### config.mk
export PLATFORM = sky130hd
export DESIGN_NAME = psramSleepTop
export DESIGN_NICKNAME = d
export VERILOG_FILES = /design/src/rtl/psramSleepPkg.sv /design/src/rtl/psramSleepCtrl.sv /design/src/rtl/psramSleepDatapath.sv /design/src/rtl/psramSleepTop.sv
export SDC_FILE = /design/constraint.sdc
export NUM_CORES = 1
export LEC_CHECK = 0
export BUFFER_PORTS_ARGS = -buffer_cell sky130_fd_sc_hd__buf_2
export CAP_MARGIN = 20
export CELL_PAD_IN_SITES_DETAIL_PLACEMENT = 1
export CELL_PAD_IN_SITES_GLOBAL_PLACEMENT = 1
export CORE_UTILIZATION = 30
export CTS_CLUSTER_SIZE = 10
export DETAILED_ROUTE_END_ITERATION = 6
export HOLD_SLACK_MARGIN = 0.06
export PLACE_DENSITY = 0.66
export SLEW_MARGIN = 20
export SYNTH_ARGS = -nofsm -noshare
export SYNTH_HDL_FRONTEND = slang
export SYNTH_SLANG_ARGS = --single-unit
### constraint.sdc
create_clock -name clk -period 3.21 [get_ports clk]
set_clock_uncertainty 0.1 [all_clocks]
set_input_delay 0.963 -clock clk [delete_from_list [all_inputs] [get_ports clk]]
set_output_delay 0.963 -clock clk [all_outputs]
set_load 0.05 [all_outputs]
### src/rtl/psramSleepPkg.sv
package psramSleepPkg;

  typedef enum logic [2:0] {
    ST_ACTIVE,
    ST_ENTERING,
    ST_PAR,
    ST_DPD,
    ST_WAKE_INIT
  } sleepState_t;

  // strobes from control to datapath
  typedef struct packed {
    logic loadLow;   // start the minimum-low window
    logic loadWake;  // start the wake initialization window
    logic countEn;   // decrement the window counter
    logic pathOpen;  // memory access path may be used
  } timerStrobe_t;

endpackage

### src/rtl/psramSleepCtrl.sv
module psramSleepCtrl
  import psramSleepPkg::*;
(
  input  logic         clk,
  input  logic         rstN,
  input  logic         sleepReq,
  input  logic         parMode,
  input  logic         swSeen,
  input  logic         timerDone,
  output timerStrobe_t strobe,
  output sleepState_t  state
);

  sleepState_t nextState;
  logic        targetPar;

  always_comb begin
    nextState = state;
    strobe    = '0;
    unique case (state)
      ST_ACTIVE: begin
        strobe.pathOpen = 1'b1;
        // after software access, the pin can no longer start refresh-only sleep
        if (sleepReq && !(swSeen && parMode)) begin
          nextState      = ST_ENTERING;
          strobe.loadLow = 1'b1;
        end
      end
      ST_ENTERING: begin
        strobe.countEn = 1'b1;
        if (timerDone) nextState = targetPar ? ST_PAR : ST_DPD;
      end
      ST_PAR: begin
        if (!sleepReq) nextState = ST_ACTIVE;
      end
      ST_DPD: begin
        if (!sleepReq) begin
          nextState       = ST_WAKE_INIT;
          strobe.loadWake = 1'b1;
        end
      end
      ST_WAKE_INIT: begin
        strobe.countEn = 1'b1;
        if (timerDone) nextState = ST_ACTIVE;
      end
      default: nextState = ST_ACTIVE;
    endcase
  end

  always_ff @(posedge clk or negedge rstN) begin
    if (!rstN) begin
      state     <= ST_ACTIVE;
      targetPar <= 1'b0;
    end else begin
      state <= nextState;
      if (strobe.loadLow) targetPar <= parMode;
    end
  end

endmodule

### src/rtl/psramSleepDatapath.sv
module psramSleepDatapath
  import psramSleepPkg::*;
#(
  parameter int unsigned LOW_CYCLES  = 11,
  parameter int unsigned WAKE_CYCLES = 150
) (
  input  logic         clk,
  input  logic         rstN,
  input  timerStrobe_t strobe,
  input  logic         softCfgDone,
  input  logic         hostReq,
  input  logic         hostWrite,
  output logic         timerDone,
  output logic         swSeen,
  output logic         memReq,
  output logic         memWrite,
  output logic         hostStall
);

  localparam int unsigned MAX_CYCLES = (LOW_CYCLES > WAKE_CYCLES) ? LOW_CYCLES : WAKE_CYCLES;
  localparam int CNT_W = $clog2(MAX_CYCLES + 1);

  logic [CNT_W-1:0] windowCnt;

  always_ff @(posedge clk or negedge rstN) begin
    if (!rstN) begin
      windowCnt <= '0;
    end else if (strobe.loadLow) begin
      windowCnt <= CNT_W'(LOW_CYCLES - 1);
    end else if (strobe.loadWake) begin
      windowCnt <= CNT_W'(WAKE_CYCLES - 1);
    end else if (strobe.countEn && windowCnt != '0) begin
      windowCnt <= windowCnt - 1'b1;
    end
  end

  assign timerDone = (windowCnt == '0);

  // sticky record of a software-access configuration write
  always_ff @(posedge clk or negedge rstN) begin
    if (!rstN)            swSeen <= 1'b0;
    else if (softCfgDone) swSeen <= 1'b1;
  end

  assign memReq    = hostReq & strobe.pathOpen;
  assign memWrite  = memReq & hostWrite;
  assign hostStall = hostReq & ~strobe.pathOpen;

endmodule

### src/rtl/psramSleepTop.sv
module psramSleepTop
  import psramSleepPkg::*;
#(
  parameter int unsigned CLK_FREQ_KHZ = 100000,
  parameter int unsigned MIN_LOW_NS   = 10000,
  parameter int unsigned WAKE_NS      = 150000
) (
  input  logic clk,
  input  logic rstN,
  input  logic sleepReq,
  input  logic parMode,
  input  logic softCfgDone,
  input  logic hostReq,
  input  logic hostWrite,
  output logic zzN,
  output logic ready,
  output logic busy,
  output logic sleepPar,
  output logic sleepDeep,
  output logic memReq,
  output logic memWrite,
  output logic hostStall
);

  localparam longint unsigned FREQ64   = 64'(CLK_FREQ_KHZ);
  localparam longint unsigned LOW64    = (FREQ64 * 64'(MIN_LOW_NS) + 64'd999999) / 64'd1000000;
  localparam longint unsigned WAKE64   = (FREQ64 * 64'(WAKE_NS) + 64'd999999) / 64'd1000000;
  // strictly longer than the minimum: one extra cycle
  localparam int unsigned LOW_CYCLES  = 32'(LOW64 + 64'd1);
  localparam int unsigned WAKE_CYCLES = (WAKE64 == 64'd0) ? 1 : 32'(WAKE64);

  timerStrobe_t strobe;
  sleepState_t  state;
  logic         timerDone;
  logic         swSeen;

  psramSleepCtrl u_ctrl (
    .clk       (clk),
    .rstN      (rstN),
    .sleepReq  (sleepReq),
    .parMode   (parMode),
    .swSeen    (swSeen),
    .timerDone (timerDone),
    .strobe    (strobe),
    .state     (state)
  );

  psramSleepDatapath #(
    .LOW_CYCLES  (LOW_CYCLES),
    .WAKE_CYCLES (WAKE_CYCLES)
  ) u_datapath (
    .clk         (clk),
    .rstN        (rstN),
    .strobe      (strobe),
    .softCfgDone (softCfgDone),
    .hostReq     (hostReq),
    .hostWrite   (hostWrite),
    .timerDone   (timerDone),
    .swSeen      (swSeen),
    .memReq      (memReq),
    .memWrite    (memWrite),
    .hostStall   (hostStall)
  );

  assign ready     = (state == ST_ACTIVE);
  assign busy      = (state == ST_ENTERING) || (state == ST_WAKE_INIT);
  assign sleepPar  = (state == ST_PAR);
  assign sleepDeep = (state == ST_DPD);
  assign zzN       = (state == ST_ACTIVE) || (state == ST_WAKE_INIT);

endmodule

==> results.json <==
{
  "post-cts-setup-buffers": 0,
  "grt_util_met1_pct": 20.7,
  "final_common_cell": "dfrtp_1",
  "dp_hpwl_um": 2350,
  "regArea_um2": 475,
  "drive_gt1_share_pct": 19.4,
  "post_drt_wl_per_cell_um": 16.4,
  "synthArstFlopShare_pct": 100,
  "drv_slew": 0,
  "netlist_area_mm2": 0.00117,
  "drtIter0Drc": 20,
  "pwr-share-clk_pct": 16.3,
  "synth_warnings": 0,
  "cts_buffers": 3,
  "synth_edf_count": 0,
  "setup_viol": 0,
  "start_util_pct": 31.6,
  "design_area_mm2": 0.00133,
  "worstMarginPinSlew_ns": 0.548,
  "cts.sinks": 19,
  "multiInputGateArea_um2": 633,
  "via_per_inst": 5.67,
  "slew_headroom_pct": 63.4,
  "overflow": 0,
  "cts_max_level": 1,
  "grt_max_degree": 20,
  "drc": 0,
  "grt_pass1_wl_um": 5240,
  "synthToLayoutAreaGrowth_pct": 13.3,
  "p_int_mw": 0.568,
  "gp_congestion": 0.875,
  "drv_cap": 0,
  "fin_tns_setup_ns": 0,
  "netSwitchingFraction_pct": 46.9,
  "start_kind": "flip-flop",
  "hold_path.class": "reg2reg",
  "ant_nets": 0,
  "cts_max_path_buffers": 2,
  "path_class": "reg2out",
  "n_fill_cell": 447,
  "power_frac_comb_pct": 46.8,
  "ctsResizeCount": 0,
  "rsz0062_at_grt": "false",
  "grt_antenna_before_repair": 0,
  "status": "completed",
  "cts-root-buf": "clkbuf_8",
  "fp-row-count": 22,
  "hold_buffers": 0,
  "fin_crit_ns": 2.94,
  "final_cell_mix": "19 x dfrtp_1, 14 x buf_2, 7 x inv_1, 7 x nor2_1",
  "ys.flop_type": "dfrtp_1",
  "die_x_um": 64.5,
  "clkTransAtPathRegs_ns": 0.08,
  "power_density_mw_per_mm2": 804,
  "drt_wl_total_um": 3070,
  "diodes": 0,
  "avgSynthCellArea_um2": 9.24,
  "critPathCaptureType": "output port",
  "critPathArrivalTime_ns": 1.87,
  "hold_violations": 0,
  "ys_types": 48,
  "vias": 1061,
  "ios": 15,
  "firstDrtPassIters": 3,
  "first_global_vias": 1091,
  "core_area_mm2": 0.00372,
  "ys_seq_area_share_pct": 40.5,
  "cts_tree": "yes",
  "leakagePower_nw": 0.568,
  "synth-seq-cells": 19,
  "clock_latency_ns": 0.26,
  "synth_nets": 135,
  "worstPathMaxFanout": 9,
  "syn-instance-count": 127,
  "die-area_mm2": 0.00417,
  "die_h_um": 64.5,
  "grt.met3_usage_pct": 2.46,
  "gr-max-usage-layer": "met2",
  "gr-usage-all-layers_pct": 16.4,
  "max_freq_mhz": 341,
  "use_met2_pct": 28.0,
  "irDropWorstVdd_mv": 0.317,
  "switching_power_mw": 0.502,
  "nNetsFinal": 148,
  "io_buffers": 14,
  "post_dp_cell_area_mm2": 0.00128,
  "period_share_pct": 91.5,
  "cp.required_ns": 2.15,
  "seq_power_share_pct": 36.9
}
==> worst max-delay path, stage by stage, from the launching register on <==
cell	delay [ns]
dfrtp_1	0.49
xor2_1	0.23
nand2_1	0.27
clkinv_1	0.32
buf_2	0.31
==> through the flow <==
step	total power [mW]	util, %	instances	hold slack, ns	setup WS, ns
2_1_floorplan	0.766	-	127	0.337	0.278
3_3_place_gp	0.878	34.5	183	0.364	0.691
3_5_place_dp	0.900	34.5	183	0.367	0.612
4_1_cts	1.07	35.8	187	0.382	0.321
5_1_grt	1.14	35.8	187	0.422	0.193
6_report	1.07	35.8	187	0.373	0.274
==> registers in the layout, summed over array words and instances (netlist names) <==
register and cells:
u_ctrl.state 3, u_ctrl.targetPar 1, u_datapath.swSeen 1, u_datapath.windowCnt 14
==> per-layer routing <==
metal  routed length, um  share of wire (%)  vias to the layer above
li1                    -                  -                      509
met3                  79                2.6                        7
met5                   0                  0                        -
met2                1480                 48                       17
met4                  58                1.9                        0
met1                1450                 47                      528
==> logic make-up after synthesis <==
logic type      count (synthesis)  synth area share [%]
fa+ha+maj                       1                  1.07
flops                          19                  40.5
buf+inv                        16                  5.97
simple gates                   58                  31.3
xor+xnor                        2                  1.49
compound gates                 30                  18.8
mux                             1                 0.853
==> path summary, 6_finish.rpt <==
kind / start / endpoint / slack, ns / depth (start not counted)
max in group asynchronous: rstN / u_datapath.windowCnt[4] / 2.17 / 1
hold reg to reg: u_datapath.windowCnt[10] / u_datapath.windowCnt[10] / 0.37 / 1
setup / recovery: u_ctrl.state[2] / busy / 0.27 / 4
setup reg to reg: u_datapath.windowCnt[0] / u_datapath.windowCnt[7] / 0.67 / 7
min in group asynchronous: rstN / u_datapath.windowCnt[7] / 0.53 / 1
hold / removal: u_datapath.windowCnt[10] / u_datapath.windowCnt[10] / 0.37 / 1
==> power groups by stage <==
stage	Sequential, mW	Clock (mW)	Combinational (mW)
2_1_floorplan	0.361	0	0.405
3_3_place_gp	0.393	0	0.485
3_5_place_dp	0.400	0	0.501
4_1_cts	0.393	0.180	0.502
5_1_grt	0.408	0.187	0.547
6_report	0.394	0.174	0.500
==> synth_stat cells (3+ instances only) <==
master	count	area (um^2)
a21oi_1	4	20.0
a311oi_1	3	26.3
a31oi_1	3	18.8
clkbuf_1	5	18.8
dfrtp_1	19	475
inv_1	7	26.3
nand2_1	6	22.5
nand3_1	5	25.0
nand4_1	4	25.0
nor2_1	7	26.3
nor3_1	7	35.0
nor4_1	4	25.0
o31ai_1	3	22.5
or2_2	3	18.8
or4_1	4	30.0
or4b_1	3	30.0
==> cell type report <==
| type | count | share of cell area [%] |
|---|---|---|
| clock buffer | 3 | 3.10 |
| tap | 48 | 4.52 |
| sequential | 19 | 35.7 |
| timing repair buffer | 16 | 6.40 |
| multi-input combinational | 92 | 47.6 |
| inverter | 8 | 2.26 |
| clock inverter | 1 | 0.376 |
Note: power is estimated with default switching activity, not from simulation.
